$ cat config.mk
export PLATFORM = sky130hd
export DESIGN_NAME = disp_fuse_grey
export DESIGN_NICKNAME = d
export VERILOG_FILES = /design/src/rtl/dfuse_pkg.sv /design/src/rtl/dfuse_align.sv /design/src/rtl/dfuse_select.sv /design/src/rtl/dfuse_scale.sv /design/src/rtl/disp_fuse_grey.sv
export SDC_FILE = /design/constraint.sdc
export NUM_CORES = 1
export LEC_CHECK = 0
export ABC_AREA = 1
export BUFFER_PORTS_ARGS = -buffer_cell sky130_fd_sc_hd__buf_2
export CORE_ASPECT_RATIO = 1.2
export CORE_MARGIN = 10
export CORE_UTILIZATION = 44
export DETAILED_ROUTE_END_ITERATION = 10
export PLACE_DENSITY_LB_ADDON = 0.1
export SLEW_MARGIN = 0
export SYNTH_ARGS = -nofsm -noshare
export SYNTH_HDL_FRONTEND = slang
export SYNTH_SLANG_ARGS = --single-unit
$ cat constraint.sdc
create_clock -name clk -period 1.83 [get_ports clk]
set_input_delay 0 -clock clk [delete_from_list [all_inputs] [get_ports clk]]
set_output_delay 0 -clock clk [all_outputs]
set_load 0.01 [all_outputs]
$ cat src/rtl/dfuse_pkg.sv
package dfuse_pkg;

    localparam int unsigned DISP_W   = 8;
    localparam int unsigned GREY_W   = 8;
    localparam int unsigned LEVELS   = 2 ** DISP_W;
    localparam int unsigned GREY_MAX = (2 ** GREY_W) - 1;

    // One slot of the left-stream delay line
    typedef struct packed {
        logic              vld;
        logic              tag;   // line parity at the time of capture
        logic [DISP_W-1:0] d;
    } slot_t;

    // Constant grey level for one disparity code, saturating at full scale
    function automatic logic [GREY_W-1:0] grey_level(input int unsigned d,
                                                     input int unsigned dmax);
        int unsigned q;
        q = (d << GREY_W) / dmax;
        if (q > GREY_MAX) return GREY_W'(GREY_MAX);
        return GREY_W'(q);
    endfunction

endpackage

$ cat src/rtl/dfuse_align.sv
module dfuse_align
    import dfuse_pkg::*;
#(
    parameter int unsigned SHIFT = 4
) (
    input  logic              clk,
    input  logic              rst,
    input  logic              beat,
    input  logic              eol,
    input  logic [DISP_W-1:0] l_disp,
    output slot_t             pop,
    output logic              cur_tag
);

    slot_t line_q [SHIFT];
    logic  tag_q;

    always_ff @(posedge clk) begin
        if (rst) begin
            for (int k = 0; k < SHIFT; k++) line_q[k] <= '0;
            tag_q <= 1'b0;
        end else if (beat) begin
            line_q[0] <= '{vld: 1'b1, tag: tag_q, d: l_disp};
            for (int k = 1; k < SHIFT; k++) line_q[k] <= line_q[k-1];
            if (eol) tag_q <= ~tag_q;
        end
    end

    assign pop     = line_q[SHIFT-1];
    assign cur_tag = tag_q;

endmodule

$ cat src/rtl/dfuse_select.sv
module dfuse_select
    import dfuse_pkg::*;
(
    input  logic              clk,
    input  logic              rst,
    input  logic              beat,
    input  logic              r_valid,
    input  logic [DISP_W-1:0] r_disp,
    input  slot_t             pop,
    input  logic              cur_tag,
    output logic              sel_v,
    output logic [DISP_W-1:0] sel_d
);

    logic              partnered;
    logic [DISP_W-1:0] fused;

    always_comb begin
        partnered = r_valid && (pop.tag == cur_tag);
        fused     = pop.d;
        if (partnered && (r_disp < pop.d)) fused = r_disp;
    end

    always_ff @(posedge clk) begin
        if (rst) begin
            sel_v <= 1'b0;
            sel_d <= '0;
        end else begin
            sel_v <= beat && pop.vld;
            if (beat && pop.vld) sel_d <= fused;
        end
    end

endmodule

$ cat src/rtl/dfuse_scale.sv
module dfuse_scale
    import dfuse_pkg::*;
#(
    parameter int unsigned DMAX = 15
) (
    input  logic              clk,
    input  logic              rst,
    input  logic              in_v,
    input  logic [DISP_W-1:0] in_d,
    output logic              out_v,
    output logic [DISP_W-1:0] out_d,
    output logic [GREY_W-1:0] out_g
);

    logic [GREY_W-1:0] lut [LEVELS];

    for (genvar g = 0; g < LEVELS; g++) begin : g_entry
        assign lut[g] = grey_level(g, DMAX);
    end

    always_ff @(posedge clk) begin
        if (rst) begin
            out_v <= 1'b0;
            out_d <= '0;
            out_g <= '0;
        end else begin
            out_v <= in_v;
            if (in_v) begin
                out_d <= in_d;
                out_g <= lut[in_d];
            end
        end
    end

endmodule

$ cat src/rtl/disp_fuse_grey.sv
module disp_fuse_grey
    import dfuse_pkg::*;
#(
    parameter int unsigned SHIFT = 4,
    parameter int unsigned DMAX  = 15
) (
    input  logic       clk,
    input  logic       rst,
    input  logic       l_valid,
    input  logic       l_eol,
    input  logic [7:0] l_disp,
    input  logic       r_valid,
    input  logic [7:0] r_disp,
    output logic       out_valid,
    output logic [7:0] out_disp,
    output logic [7:0] out_grey
);

    slot_t             pop;
    logic              cur_tag;
    logic              sel_v;
    logic [DISP_W-1:0] sel_d;

    dfuse_align #(.SHIFT(SHIFT)) u_align (
        .clk     (clk),
        .rst     (rst),
        .beat    (l_valid),
        .eol     (l_eol),
        .l_disp  (l_disp),
        .pop     (pop),
        .cur_tag (cur_tag)
    );

    dfuse_select u_select (
        .clk     (clk),
        .rst     (rst),
        .beat    (l_valid),
        .r_valid (r_valid),
        .r_disp  (r_disp),
        .pop     (pop),
        .cur_tag (cur_tag),
        .sel_v   (sel_v),
        .sel_d   (sel_d)
    );

    dfuse_scale #(.DMAX(DMAX)) u_scale (
        .clk   (clk),
        .rst   (rst),
        .in_v  (sel_v),
        .in_d  (sel_d),
        .out_v (out_valid),
        .out_d (out_disp),
        .out_g (out_grey)
    );

endmodule

# After elaboration in Yosys (flattened, before gate mapping)
# Memories as Yosys holds them, arrays and structs flattened. A register that Yosys moved wholly into a read port is not among the register bits.
# Index checks and enable logic that the tools add are counted.
# word_totals
inputBits,21
memories,2
mem_bits_ro,2048
register_bits,19
word_cells,29
out_inout_bits,17
mem_bits_rw,40
# memory_table
memory,depth,word_bits,rd,rd_clocked_by_memory_dff,wr,line_no,rtl
(no name shown),256,8,1,1,0,dfuse_scale.sv:30,out_g <= lut[in_d];
u_align.line_q,4,10,4,0,4,dfuse_align.sv:15,slot_t line_q [SHIFT];
# classes
reduce_logical,4
magnitude_cmp,1
n_eq_ne,1
bitwise,6
mux,10
# op_table
cell,count
$mux W10,4
$not A8 Y9,1
$lt A8 B8 Y1,1
$mux W8,1
$mux W1,5
$or A1 B1 Y1,4
$logic_and A1 B1 Y1,3
$reduce_and A2 Y1,1
$eq A1 B1 Y1,1
$not A1 Y1,1

# Logic depth before layout (Yosys ltp)
# Gate-level depths: netlist of run 1.
# An unclocked memory read counts as a cell.
# depth
depth_word,5
ltp_mapped,12
depth_no_buf,12

# Hierarchy
# Synthesis of run 1 repeated with hierarchy kept, for this count alone.
# hier_totals
cells_unflattened,309
area_unflattened_um2,2865.2
# modules_own_cells
mod,cells_each,n_inst,seq_area_each_um2,area_per_inst_um2
dfuse_align,141,1,1211.2,1667.8
dfuse_select,104,1,180.2,664.4
dfuse_scale,64,1,260.2,533.0

# Least setup slack after synthesis of run 1
# OpenSTA, ideal clock, no wires.
# synth_timing
kind,register -> register
start,memory u_align.line_q[3][5] (netlist name)
end,register u_select.sel_d[1]
synth_period_minus_slack_ns,1.426
path_buffers,1
stages_incl_launch_ff,10
arrival_ns,1.309
required_time_ns,1.713
slack_ns,0.404
setup_time_ns,0.117
path_cell_list,edfxtp_1 inv_1 ha_1 a21oi_1 nor2_2 nor2_4 buf_6 a21oi_1 nor2_1 nor2_1
# synth_rtl
element,line_no,rtl
"start, declared",dfuse_align.sv:15,
"end signal, assigned",dfuse_select.sv:30,if (beat && pop.vld) sel_d <= fused;
"end, declared",dfuse_select.sv:12,output logic [DISP_W-1:0] sel_d

==> run summary, run 1 <==
Pre-CTS setup slack -> 0.183 ns
Critical Path Start -> u_align.line_q[3][7]
CTS resizes -> 0
DR vias -> 1,855
# IOs -> 38
Max Fanout on Critical Path -> 14
Initial Util -> 0.448
Initial DRC count -> 72
Layout filler cell count -> 580
Status -> finished, final reports clean
YS warnings -> 0
Yosys cell types -> 24
Core area -> 0.00597 sq mm
Least-Margin Pin Slew -> 0.622 ns
Leak pwr -> 1.46 nW
Max-slew violations -> 0
CTS sink cnt -> 63
Worst Hold Path Cells -> 5
CTS tree -> built
CP Class -> flip-flop to flip-flop
Initial antenna violation count -> 0
Period minus WS final -> 1.66 ns
Design Power -> 2.98 mW
Mapped Area -> 0.00268 sq mm
Beginning of the worst register-to-register path -> u_align.line_q[3][7]
Fin crit share -> 0.909
Dpl hpwl -> 3200 um
Area fraction of the dominant cell type after synthesis -> 0.437
Top cells by area, synth -> edfxtp_1 44%, dfxtp_1 18%, inv_1 8.0%
Worst Setup End Kind -> flip-flop
Setup WS post-layout -> 0.166 ns
Relative slew slack -> 0.582
Hold Slack -> 0.0219 ns
RSZ-0062 raised after global routing -> no
Final Hold Viols -> 0
Share of cells above drive strength 1 -> 0.177
Final Instance Area -> 0.00321 sq mm
ANT cells -> 0
Largest family of logic cells by synthesized area -> simple AND/OR/NAND/NOR gates
Worst-Skew Late Latency -> 0.33 ns
Max clock buf depth -> 2
WP data required -> 2.05 ns
Die H -> 105 um
Multi-input logic area -> 721 sq um
Compound-Gate Fraction of Synth Area -> 0.0747
Residual DRC -> 0
P&R area growth vs syn -> 19.8%
# rows -> 31
Mux share of post-synthesis cell area -> 0
First-pass GRT wire length -> 8090 um
Post-Synth XOR/XNOR Area -> 0
Setup Buffers After CTS -> 0
Die X -> 91.2 um
First drt pass iteration count -> 4
Inst Count DP -> 395
Worst hold start -> r_disp[2]
Die area -> 0.00962 sq mm
Via density -> 4.41
Final ANT Viol Nets -> 0
Reg clk slew, reported paths -> 0.07 ns
Placed cell area -> 0.00293 sq mm
FF+latch area -> 0.00165 sq mm
PortBufs -> 37
Power density cells -> 929 mW/mm^2
Mean Syn Cell Area -> 9.33 sq um
Worst reg2reg setup slack -> 0.17 ns
Root buffer cell -> clkbuf_8
Fin util -> 0.537
Gate Count Post-Synth -> 287
Reg2reg end -> u_select.sel_d[6]
Post-route non-filler standard cell count -> 421
Gpl congestion -> 0.837
Total gr overflow -> 0
Count of final setup violators -> 0
Maximum vdd drop -> 0.641 mV
Final WL -> 4660 um
R2R cell count -> 10
CTS H-Tree Depth -> 3
Hold WC Path Type -> primary input to flip-flop
Critical Path Start Type -> flip-flop
Total Routing Usage GR -> 0.105
Max frequency -> 601 MHz
Largest net degree at the start of global routing -> 41
Post-DR wirelength/cell -> 11.1 um
Inserted Clock Buffers -> 9
Fin nets -> 362
Hold Path Sink -> u_select.sel_d[2]
Synth Area in Simple Gates -> 0.162
Max-cap violations -> 0
Number of global-route vias before repair -> 1,874
Arrival @ worst endpoint -> 1.89 ns
Flops & latches, synth -> 63
Cell taking the most area after synthesis -> edfxtp_1
Syn nets -> 315
Synth Area in Adders -> 0.0327
Register area share after synthesis -> 0.617
Setup TNS -> 0 ns
Final Skew -> 0.00680 ns
## registers in the layout (all words and copies together) (netlist names)
signal           count
u_align.cur_tag      1
u_align.line_q      40
u_scale.out_d        8
u_scale.out_g        4
u_scale.out_v        1
u_select.sel_d       8
u_select.sel_v       1
## power by group
group          switching, mW  total (mW)  internal (mW)
logic                  0.150       0.255          0.104
registers             0.0241        1.61           1.59
clock network          0.496        1.11          0.618
## worst max-delay path, cell delays in order, from the launching register on
cell and delay [ns]:
edfxtp_1 0.38, inv_1 0.07, ha_1 0.24, a21oi_2 0.14, nand2_1 0.09, nor2_4 0.25, nand2_1 0.14, nand2_1 0.08
nand3_1 0.06, nand2_1 0.07, inv_1 0.04
## cell usage after synthesis (all sizes together)
master / count
a21boi: 1
a21oi: 19
a31oi: 3
buf: 8
clkbuf: 6
clkinv: 1
dfxtp: 24
edfxtp: 39
ha: 7
inv: 58
nand2: 36
nand3: 11
nor2: 59
o21ai: 12
o21bai: 1
o31ai: 1
or2: 1
## layout by cell type (no fill, tap or decap), types with 2 or more instances in the layout
master | netlist | routed
inv_1 | 57 | 57
nor2_1 | 56 | 56
edfxtp_1 | 39 | 39
buf_2 | 2 | 37
nand2_1 | 35 | 35
dfxtp_1 | 24 | 24
a21oi_1 | 18 | 18
o21ai_0 | 12 | 12
nand3_1 | 11 | 11
dlygate4sd3_1 | 0 | 10
clkbuf_8 | 0 | 9
ha_1 | 7 | 7
a31oi_1 | 3 | 3
clkinv_2 | 0 | 3
nor2_2 | 2 | 2
clkinv_1 | 1 | 2
clkbuf_1 | 6 | 2
buf_12 | 0 | 2
## timing repair
action                                 CTS  global route
hold buffers                            10             0
setup endpoints to repair                0             0
endpoints found under the hold margin    9             0
## cells by family (layout without fill, tap and decap cells)
group,Yosys count,count (layout)
flip-flops,63,63
AO/OA/AOI/OAI,37,37
adder cells (fa/ha/maj),7,7
AND/OR/NAND/NOR,107,107
buffers and inverters,73,125
## how the worst max path moves through the flow
stage | endpoint | slack (ns)
2_1_floorplan | u_select.sel_d[1] | 0.40
3_3_place_gp | u_select.sel_d[7] | 0.22
3_5_place_dp | u_select.sel_d[6] | 0.18
4_1_cts | u_select.sel_d[6] | 0.16
5_1_grt | u_select.sel_d[6] | 0.005
6_report | u_select.sel_d[6] | 0.17
## area by class of cell
cell class / count / area share
clock buffers: 11 / 0.0409
inverters: 59 / 0.0690
well taps: 82 / 0.0320
flip-flops and latches: 63 / 0.515
repair buffers: 50 / 0.104
multi-input cells: 151 / 0.225
clock inverters: 5 / 0.0152
## layer usage
layer	up-vias	routed length (um)	track usage
met5	-	0	0
met4	0	108	0.0605
met3	8	293	0.0447
met2	36	2330	0.181
met1	825	1930	0.103
li1	986	-	-
No activity file was read; power rests on OpenSTA's default activity.
==> run 2, diff against run 1 <==
==> constraint.sdc (replaced) <==
create_clock -name clk -period 1.8 [get_ports clk]
set_input_delay 0.36 -clock clk [delete_from_list [all_inputs] [get_ports clk]]
set_output_delay 0.36 -clock clk [all_outputs]
set_load 0.01 [all_outputs]
==> run 2 against run 1 <==
First-iteration DRC count decreased by 2.8%. Fmax increased by 6.1%. Highest routed layer unchanged. Setup slack improved by 0.066 ns. Combinational power about the same. Critical endpoint is now u_select.sel_d[0]. Non-clock buffer count decreased by 7. Via count decreased by 1.1%. Worst hold slack improved by 0.27 ns. Clock-buffer cell count decreased by 1. Sequential power about the same. Core utilization decreased by 1.0 points.
==> run summary, run 2 (synthesis gave the netlist of run 1 again) <==
Die X -> 91.2 um (unchanged)
Max clock buf depth -> 2 (unchanged)
CP max stage delay -> 0.40 ns (+0.02 ns)
Die H -> 105 um (unchanged)
Max-cap violations -> 0 (unchanged)
# IOs -> 38 (unchanged)
RSZ-0062 raised after global routing -> no
Final Hold Viols -> 0 (unchanged)
CTS resizes -> 0 (unchanged)
Count of final setup violators -> 0 (unchanged)
First-pass GRT wire length -> 8000 um (-1.2%)
Worst Setup End Kind -> flip-flop
Final ANT Viol Nets -> 0 (unchanged)
ANT cells -> 0 (unchanged)
Worst-Skew Late Latency -> 0.34 ns (about the same)
CTS sink cnt -> 63 (unchanged)
Most frequent cell on the critical path -> nor2_1
First drt pass iteration count -> 4 (unchanged)
Initial Util -> 0.448 (unchanged)
Total gr overflow -> 0 (unchanged)
Max-slew violations -> 0 (unchanged)
Total Routing Usage GR -> 0.105 (about the same)
Inst Count DP -> 398 (+0.76%)
Hold WC Path Type -> primary input to flip-flop
Status -> finished, final reports clean
Relative slew slack -> 0.616 (+0.0342)
Buf/Inv on CP -> 2 (unchanged)
Core area -> 0.00597 sq mm (unchanged)
WP data required -> 2.02 ns (-0.03 ns)
Final WL -> 4610 um (-1.0%)
Final Skew -> 0.0118 ns (+0.00502 ns)
Critical Path Start Type -> flip-flop
Post-route non-filler standard cell count -> 413 (-1.9%)
Worst reg2reg setup slack -> 0.23 ns (+0.07 ns)
Root buffer cell -> clkbuf_8
Setup WS post-layout -> 0.232 ns (+0.0660 ns)
Met1 GRT Util -> 0.106 (+0.00308)
CTS tree -> built
Period minus WS final -> 1.57 ns (-0.0960 ns)
M2 GR Usage -> 0.175 (-0.00615)
Setup Buffers After CTS -> 0 (unchanged)
Number of flip-flops in the largest register -> 40 (unchanged)
Largest net degree at the start of global routing -> 41 (unchanged)
Maximum vdd drop -> 0.467 mV (-27%)
Leak pwr -> 1.44 nW (-1.6%)
PortBufs -> 37 (unchanged)
Least-Margin Pin Slew -> 0.572 ns (-0.0508 ns)
Residual DRC -> 0 (unchanged)
Cell Chain, Critical Path -> inv_1 > ha_1 > a21oi_2 > nand2_1 > nor2_4 > buf_12 > a21boi_0 > nor2_1 > nor2_1
Setup TNS -> 0 ns (unchanged)
Max stage delay cell, worst path -> edfxtp_1
Largest reg by FF count -> u_align.line_q
CTS H-Tree Depth -> 3 (unchanged)
Pre-CTS setup slack -> 0.109 ns (-0.0745 ns)
DR vias -> 1,835 (-1.1%)
CP Class -> flip-flop to flip-flop
Commonest non-fill, non-tap cell in the layout -> inv_1
GRT Max-Usage Layer -> met2
Post-DR wirelength/cell -> 11.2 um (+0.89%)
Fin nets -> 355 (-1.9%)
M3 GR Usage -> 0.0355 (-0.00923)
Reg clk slew, reported paths -> 0.06 ns (about the same)
Arrival @ worst endpoint -> 1.79 ns (-0.10 ns)
Die area -> 0.00962 sq mm (unchanged)
Gpl congestion -> 0.796 (-4.9%)
Fin util -> 0.527 (-0.0105)
Max Fanout on Critical Path -> 11 (-3)
Inserted Clock Buffers -> 9 (unchanged)
Max frequency -> 638 MHz (+6.1%)
CP delay by family, top -> flip-flops
Initial antenna violation count -> 0 (unchanged)
Power density cells -> 961 mW/mm^2 (+3.5%)
Via density -> 4.44 (+0.84%)
Fin crit share -> 0.871 (-0.0382)
Initial DRC count -> 70 (-2.8%)
Commonest non-fill, non-tap cells in the layout -> 57 x inv_1, 56 x nor2_1, 39 x edfxtp_1, 37 x buf_2, 35 x nand2_1
Dpl hpwl -> 3180 um (-0.64%)
Number of global-route vias before repair -> 1,808 (-3.5%)
Share of cells above drive strength 1 -> 0.187 (+0.0103)
# rows -> 31 (unchanged)
Hold-fix buffers at CTS -> 0 (-10)
Design Power -> 3.02 mW (+1.5%)
P&R area growth vs syn -> 17.5%
Biggest regs -> u_align.line_q x40, u_scale.out_d x8, u_select.sel_d x8
## run 2: final timing paths
kind	startpoint	endpoint	cells after the start
setup reg to reg	u_align.line_q[3][7]	u_select.sel_d[0]	9
hold / removal	rst	u_align.line_q[0][9]	2
hold reg to reg	u_scale.out_d[2]	u_scale.out_d[2]	2
setup / recovery	u_align.line_q[3][7]	u_select.sel_d[0]	9
## run 2: metrics by stage
step	hold slack (ns)	instance area, sq um
after floorplan	0.436	2680
after global routing	0.301	3150
after detailed placement	0.449	2960
after global placement	0.451	2960
final	0.296	3150
after CTS	0.285	3140
## run 2: per-layer routing
metal / up-vias / share of wire
met5: - / 0
met4: 0 / 0.031
met3: 14 / 0.052
met2: 44 / 0.50
met1: 803 / 0.42
li1: 974 / -
## run 2: layout make-up
class,instances,area [sq um]
multi-input combinational,151,726
clock inverter,5,50.0
clock buffer,10,128
inverter,59,221
sequential,63,1650
tap,82,103
timing repair buffer,43,268
fill,592,2830
## run 2: where the power goes
part	switching, mW	internal (mW)	leakage [nW]
clock	0.508	0.620	0.0872
sequential	0.0254	1.61	0.626
combinational	0.155	0.103	0.726
total	0.688	2.34	1.44
